$ cat src/rtl/sec_pkg.sv
package sec_pkg;

    typedef enum logic [1:0] {
        WK_NONE  = 2'd0,
        WK_OVER  = 2'd1,
        WK_UNDER = 2'd2
    } wrap_e;

    typedef struct packed {
        logic ovf;
        logic udf;
    } wrap_flags_t;

    function automatic wrap_flags_t flags_of(input wrap_e k);
        wrap_flags_t f;
        f.ovf = (k == WK_OVER);
        f.udf = (k == WK_UNDER);
        return f;
    endfunction

endpackage

$ cat src/rtl/sec_step_sel.sv
module sec_step_sel #(
    parameter int          STEP_W    = 4,
    parameter bit          FROM_PORT = 1'b1,
    parameter logic [STEP_W-1:0] FIXED = '0
) (
    input  logic              strobe_i,
    input  logic [STEP_W-1:0] step_i,
    output logic [STEP_W-1:0] step_o
);
    generate
        if (FROM_PORT) begin : g_port
            assign step_o = strobe_i ? step_i : '0;
        end else begin : g_fixed
            logic [STEP_W-1:0] unused_step;
            assign unused_step = step_i;
            assign step_o = strobe_i ? FIXED : '0;
        end
    endgenerate
endmodule

$ cat src/rtl/sec_next_calc.sv
module sec_next_calc
    import sec_pkg::*;
#(
    parameter int CNT_W  = 8,
    parameter int STEP_W = 4,
    parameter logic [CNT_W-1:0] UP_LIMIT = '1,
    parameter logic [CNT_W-1:0] LO_LIMIT = '0
) (
    input  logic [CNT_W-1:0]  cnt_i,
    input  logic [STEP_W-1:0] add_i,
    input  logic [STEP_W-1:0] sub_i,
    input  logic              up_sat_en_i,
    input  logic              dn_sat_en_i,
    output logic [CNT_W-1:0]  nxt_o,
    output wrap_e             kind_o
);
    localparam int EW = CNT_W + 2;
    localparam logic signed [EW-1:0] TOP_S = {2'b00, {CNT_W{1'b1}}};
    localparam logic signed [EW-1:0] UPL_S = {2'b00, UP_LIMIT};
    localparam logic signed [EW-1:0] LOL_S = {2'b00, LO_LIMIT};

    logic signed [EW-1:0] cnt_s, add_s, sub_s, sum_s;

    assign cnt_s = {2'b00, cnt_i};
    assign add_s = {{(EW-STEP_W){1'b0}}, add_i};
    assign sub_s = {{(EW-STEP_W){1'b0}}, sub_i};
    assign sum_s = cnt_s + add_s - sub_s;

    always_comb begin
        nxt_o  = sum_s[CNT_W-1:0];
        kind_o = WK_NONE;
        if (add_i > sub_i) begin
            if (up_sat_en_i && (sum_s > UPL_S)) begin
                nxt_o = UP_LIMIT;
            end else if (sum_s > TOP_S) begin
                kind_o = WK_OVER;
            end
        end else if (sub_i > add_i) begin
            if (dn_sat_en_i && (sum_s < LOL_S)) begin
                nxt_o = LO_LIMIT;
            end else if (sum_s < 0) begin
                kind_o = WK_UNDER;
            end
        end
    end
endmodule

$ cat src/rtl/sec_thr_cmp.sv
module sec_thr_cmp #(
    parameter int CNT_W = 8
) (
    input  logic [CNT_W-1:0] cnt_i,
    input  logic [CNT_W-1:0] thr_i,
    output logic             hit_o
);
    assign hit_o = (cnt_i >= thr_i);
endmodule

$ cat src/rtl/sat_evt_counter.sv
module sat_evt_counter
    import sec_pkg::*;
#(
    parameter int CNT_W  = 8,
    parameter int STEP_W = 4,
    parameter bit INC_FROM_PORT = 1'b1,
    parameter bit DEC_FROM_PORT = 1'b1,
    parameter logic [STEP_W-1:0] INC_FIXED = 1,
    parameter logic [STEP_W-1:0] DEC_FIXED = 1,
    parameter logic [CNT_W-1:0]  UP_LIMIT  = '1,
    parameter logic [CNT_W-1:0]  LO_LIMIT  = '0,
    parameter logic [CNT_W-1:0]  RESET_VAL = '0
) (
    input  logic              clk,
    input  logic              rst,
    input  logic              inc_i,
    input  logic [STEP_W-1:0] inc_step_i,
    input  logic              dec_i,
    input  logic [STEP_W-1:0] dec_step_i,
    input  logic              up_sat_en_i,
    input  logic              dn_sat_en_i,
    input  logic [CNT_W-1:0]  thr_i,
    input  logic              sw_we_i,
    input  logic [CNT_W-1:0]  sw_wdata_i,
    output logic [CNT_W-1:0]  count_o,
    output logic              thr_hit_o,
    output logic              ovf_o,
    output logic              udf_o
);
    logic [STEP_W-1:0] add_w, sub_w;
    logic [CNT_W-1:0]  nxt_w;
    wrap_e             kind_w;
    wrap_flags_t       flags_w;

    logic [CNT_W-1:0]  cnt_q;
    wrap_flags_t       wrap_q;

    sec_step_sel #(.STEP_W(STEP_W), .FROM_PORT(INC_FROM_PORT), .FIXED(INC_FIXED)) u_inc_sel (
        .strobe_i (inc_i),
        .step_i   (inc_step_i),
        .step_o   (add_w)
    );

    sec_step_sel #(.STEP_W(STEP_W), .FROM_PORT(DEC_FROM_PORT), .FIXED(DEC_FIXED)) u_dec_sel (
        .strobe_i (dec_i),
        .step_i   (dec_step_i),
        .step_o   (sub_w)
    );

    sec_next_calc #(.CNT_W(CNT_W), .STEP_W(STEP_W), .UP_LIMIT(UP_LIMIT), .LO_LIMIT(LO_LIMIT)) u_calc (
        .cnt_i       (cnt_q),
        .add_i       (add_w),
        .sub_i       (sub_w),
        .up_sat_en_i (up_sat_en_i),
        .dn_sat_en_i (dn_sat_en_i),
        .nxt_o       (nxt_w),
        .kind_o      (kind_w)
    );

    assign flags_w = flags_of(kind_w);

    always_ff @(posedge clk) begin
        if (rst) begin
            cnt_q  <= RESET_VAL;
            wrap_q <= '0;
        end else if (sw_we_i) begin
            cnt_q  <= sw_wdata_i;
            wrap_q <= '0;
        end else begin
            cnt_q  <= nxt_w;
            wrap_q <= flags_w;
        end
    end

    sec_thr_cmp #(.CNT_W(CNT_W)) u_thr (
        .cnt_i (cnt_q),
        .thr_i (thr_i),
        .hit_o (thr_hit_o)
    );

    assign count_o = cnt_q;
    assign ovf_o   = wrap_q.ovf;
    assign udf_o   = wrap_q.udf;
endmodule

$ cat config.mk
export PLATFORM = sky130hd
export DESIGN_NAME = sat_evt_counter
export DESIGN_NICKNAME = d
export VERILOG_FILES = /design/src/rtl/sec_pkg.sv /design/src/rtl/sec_step_sel.sv /design/src/rtl/sec_next_calc.sv /design/src/rtl/sec_thr_cmp.sv /design/src/rtl/sat_evt_counter.sv
export SDC_FILE = /design/constraint.sdc
export NUM_CORES = 1
export LEC_CHECK = 0
export ABC_CLOCK_PERIOD_IN_PS = 2700
export CAP_MARGIN = 20
export CORE_MARGIN = 2
export CORE_UTILIZATION = 40
export CTS_BUF_LIST = sky130_fd_sc_hd__clkbuf_4 sky130_fd_sc_hd__clkbuf_8
export DETAILED_ROUTE_END_ITERATION = 10
export GPL_ROUTABILITY_DRIVEN = 0
export PLACE_DENSITY = 0.83
export SYNTH_ARGS = -nofsm -noshare
export SYNTH_HDL_FRONTEND = slang
export SYNTH_SLANG_ARGS = --single-unit
$ cat constraint.sdc
create_clock -name clk -period 2.7 [get_ports clk]
set_clock_uncertainty 0.1 [all_clocks]
set_input_delay 0.405 -clock clk [delete_from_list [all_inputs] [get_ports clk]]
set_output_delay 0.405 -clock clk [all_outputs]
set_load 0.05 [all_outputs]
Word-level counts from Yosys, hierarchy flattened:

Cells that the tools add are included.

* flip-flop bits (word level): 10
* input port bits: 31
* output and inout port bits: 11
* word-level logic and storage cells: 29

* add/sub/neg operators: 2
* order comparisons: 6
* equality and inequality tests: 2
* multiplexer cells: 13
* reductions and logical operators: 3

Operators with widths (count)
* $mux W8: 5
* $lt A10 B1 Y1 const B: 2
* $gt A10 B9 Y1 const B: 1
* $mux W2: 5
* $sub A9 B4 Y10: 1
* $add A8 B4 Y9: 1
* $ge A8 B8 Y1: 1
* $gt A4 B4 Y1: 2
* $mux W4: 2
* $eq A2 B1 Y1 const B: 1
* $eq A2 B2 Y1 const B: 1
* $logic_and A1 B1 Y1: 2
* $reduce_or A2 Y1: 1
* $mux W1: 1

Longest topological paths before layout:

* word-level depth: 9
* gate-level depth with buffers: 13
* gate-level depth less buffers: 13

Cells and area by module:

From an unflattened synthesis, not the netlist that was laid out.

* cells, all modules: 152
* area total of the unflattened synthesis: 1292.5 um^2

By module, submodules not included
* sec_next_calc: times used 1, cells an instance 89, area an instance 679.4 um^2, seq. area each 0.0 um^2
* sat_evt_counter: times used 1, cells an instance 30, area an instance 365.4 um^2, seq. area each 200.2 um^2
* sec_thr_cmp: times used 1, cells an instance 25, area an instance 197.7 um^2, seq. area each 0.0 um^2
* sec_step_sel: times used 2, cells an instance 4, area an instance 25.0 um^2, seq. area each 0.0 um^2

Worst setup path before layout:

No wires, ideal clock.

* path kind: register to register
* start point: register cnt_q[2], in the netlist count_o[2]
* end point: register cnt_q[7], in the netlist count_o[7]
* library setup time: 87 ps
* arrival: 2626 ps
* data required time: 2513 ps
* slack: -113 ps
* stages on the path, launching flop included: 11
* path buffers: 0
* period minus slack after synthesis: 2813 ps
* cell sequence: dfxtp_1 -> inv_1 -> fa_1 -> inv_1 -> ha_1 -> nor2b_4 -> o31ai_2 -> a21oi_2 -> mux2i_1 -> nand4_2 -> o31ai_1

* word-level cells in the longest chain between the ends: 8
* elaborated cells on any way between the ends: 11
* classes of those cells: 2 x add/sub; 2 x order compare; 5 x mux; 2 x reduce/logical

Ends and longest elaborated chain
* start: declaration: line sat_evt_counter.sv:35 `logic [CNT_W-1:0] cnt_q;`
* start signal: assignment: line sat_evt_counter.sv:67 `cnt_q <= sw_wdata_i;`
* start signal: assignment: line sat_evt_counter.sv:70 `cnt_q <= nxt_w;`
* $add A8 B4 Y9 (*): line sec_next_calc.sv:27 `assign sum_s = cnt_s + add_s - sub_s;`
* $sub A9 B4 Y10 (*): line sec_next_calc.sv:27
* $lt A10 B1 Y1: line sec_next_calc.sv:39 `if (dn_sat_en_i && (sum_s < LOL_S)) begin`
* $logic_and A1 B1 Y1: line sec_next_calc.sv:39
* $mux W8: line sec_next_calc.sv:39
* $mux W8: line sec_next_calc.sv:38 `end else if (sub_i > add_i) begin`
* $mux W8 (*): line sec_next_calc.sv:32 `if (add_i > sub_i) begin`
* $mux W8 (*): line sat_evt_counter.sv:66 `end else if (sw_we_i) begin`

Mark *: on every way between the ends. The rest lies on a longest branch, timed or not.
A chain may end at the register's enable or synchronous reset.

Worst setup path in the final report:

* start point: register cnt_q[1], in the netlist count_o[1]
* end point: register cnt_q[2], in the netlist count_o[2]

The elaborated chain is that of the path after synthesis.

==> flow_summary.yaml <==
synthesis:
  synth_edf_count: 0
  ys_seq_elements: 10
  syn_nets: 209
  syn_area_per_cell_um2: 8.034
  synth_flop_cell: "dfxtp_1"
  ys_async_sr_fraction: 0
  synth_area_um2: 1221
  yosysUniqueCellTypes: 41
  yosysWarnings: 0
  ys_seq_area_frac: 0.1639
  synth_cells: 152
clock_tree:
  htree_num_levels: 1
  cts_tree: "done"
  clockBufferDepth: 2
  cts_made_buffers: 3
  clock_sinks: 10
  clock-root-buffer: "clkbuf_4"
  path_clk_slew_ps: 70
  clock_latency_ps: 270
power:
  ir_worst_vdd_v: 0.0004824
  switching_share: 0.5049
  finalPower_w: 0.002111
  power_frac_seq: 0.122
  p_clk_frac: 0.051
  power.internal_w: 0.001045
  p_leak_nw: 0.9712
  power_density_nw_per_um2: 1036
  switchingPower_w: 0.001066
  p_comb_frac: 0.827
setup_path:
  path_buf_inv: 1
  crit_slowest_cell: "fa_1"
  start_kind: "flop"
  cp_slowest_stage_delay_ps: 570
  critical_path_required_ps: 2810
  arrival_ps: 2790
  cp-end-kind: "flop"
  cp_cell_sequence: "fa_1, inv_2, fa_2, nor2b_4, o31ai_4, a21oi_2, mux2i_2, nand4_4, nand2_1"
  crit_type: "flop to flop"
  crit_family: "adder cells"
  cp_max_fo: 8
die:
  die-area_um2: 3511
  die_h_um: 59.26
  die_w_um: 59.26
  io_pins: 42
  rows: 20
  coreArea_um2: 2978
  start_util: 0.4101
place:
  dp.cells: 242
  dpl.hpwl_um: 2592
  io_buffer_count: 41
finish:
  finalNonFillerCells: 254
  layout-drive-gt1-share: 0.3529
  syn_to_final_growth_pct: 66.91
  diodes: 0
  nFillCells: 215
  final_cell_mix: "clkdlybuf4s50_1, buf_4, inv_1"
  finish.utilization: 0.6845
  nets: 280
  final_common_cell: "clkdlybuf4s50_1"
timing:
  max_slew.worst_pin.slew_ps: 565.4
  fin_setup_tns_ps: 0
  whs_ps: 635.7
  setup_viol: 0
  hold_viol: 0
  fin_crit_ps: 2681
  slew_viol_final: 0
  finalCritPeriodShare: 0.9929
  slew_headroom: 0.6223
  fmax_mhz: 373.0
  rsz0062_at_grt: "true"
routing:
  drt-pass1-iter-count: 4
  ant_nets: 0
  wire_per_inst_um: 14.66
  drc_errors: 0
  via_per_inst: 5.217
  drt-total-wl_um: 3723
  dr_total_vias: 1325
  first_iter_violations: 47
global_route:
  grt_overflow: 0
  grtUsageTotal: 0.2037
  grt_pass1_vias: 1289
  grt_pass1_wl_um: 5457
  grt_max_degree: 9
  antenna_found_initial: 0
hold_path:
  worstHoldPathType: "input pin to flop"
run_status:
  status: "finished, final reports clean"
run:
  drv_cap: 0
## path summary, 6_finish.rpt
check              startpoint    endpoint  slack [ps]  cells past startpoint
setup / recovery   count_o[1]  count_o[2]          20                      9
hold / removal    up_sat_en_i       ovf_o         640                      2
setup reg to reg   count_o[1]  count_o[2]          20                      9
hold reg to reg    count_o[0]  count_o[0]         650                      4
## synthesized netlist by cell type (2+ instances only)
library cell   n  area, um^2
a21oi_1        8       40.04
o21ai_1        3       15.01
ha_1          22       275.3
nand3_1        3       15.01
and2_1         2       12.51
o21ai_0        3       15.01
nand2b_1       2       12.51
xnor2_1        3       26.28
nand2_1       18       67.56
fa_1           4       80.08
a22oi_1        5       37.54
dfxtp_1       10       200.2
nor2_1        10       37.54
o21bai_1       2       15.01
nor2b_1        4       25.02
nor3_1         2       10.01
inv_1         27       101.4
## worst register-to-register path, cell delays in order, from the launching register on
cell	delay (ps)
dfxtp_2	340
fa_1	570
inv_2	50
fa_2	410
nor2b_4	150
o31ai_4	70
a21oi_2	220
mux2i_2	340
nand4_4	220
nand2_1	140
## logic make-up after synthesis
family / Yosys count / share of synthesized area
simple gates: 50 / 0.2193
compound gates: 33 / 0.2029
buf+inv: 28 / 0.08606
fa+ha+maj: 26 / 0.2910
flops: 10 / 0.1639
xor+xnor: 4 / 0.02869
mux: 1 / 0.008197
## routing by layer
metal / GRT usage / share of wire
met3: 0.01092 / 0.034
met2: 0.3658 / 0.53
met5: 0 / 0
met1: 0.2517 / 0.42
met4: 0.08117 / 0.021
## registers in the layout, summed over array words and instances (netlist names)
signal,cells
count_o,8
ovf_o,1
udf_o,1
## layout make-up
type | count | area, um^2 | share of cell area
clock buffers | 3 | 22.52 | 0.01105
well taps | 33 | 41.29 | 0.02026
multi-input cells | 114 | 1080 | 0.5298
repair buffers | 67 | 585.6 | 0.2873
inverters | 27 | 101.3 | 0.04972
flip-flops and latches | 10 | 207.7 | 0.1019
## what timing repair did
action                                  in CTS  in global routing
setup buffers                                7                  2
pin swaps                                   17                 16
resized for setup                           36                 27
hold buffers                                 0                  0
endpoints found under the setup margin       9                 10
## stage by stage
step,instance area (um^2),worst slack [ps]
after CTS,1947,1.053
after global routing,2038,-43.01
after floorplan,1225,47.38
after detailed placement,1798,-698.7
final,2038,19.11
after global placement,1798,-561.2
## power by group through the flow
stage               logic, W  registers, W  clock network [W]
floorplan           0.000847      0.000427                  0
global placement     0.00140      0.000258                  0
detailed placement   0.00144      0.000258                  0
CTS                  0.00155      0.000256           0.000101
global route         0.00189      0.000265           0.000113
finish               0.00175      0.000258           0.000107
(Power assumes the default switching activity.)
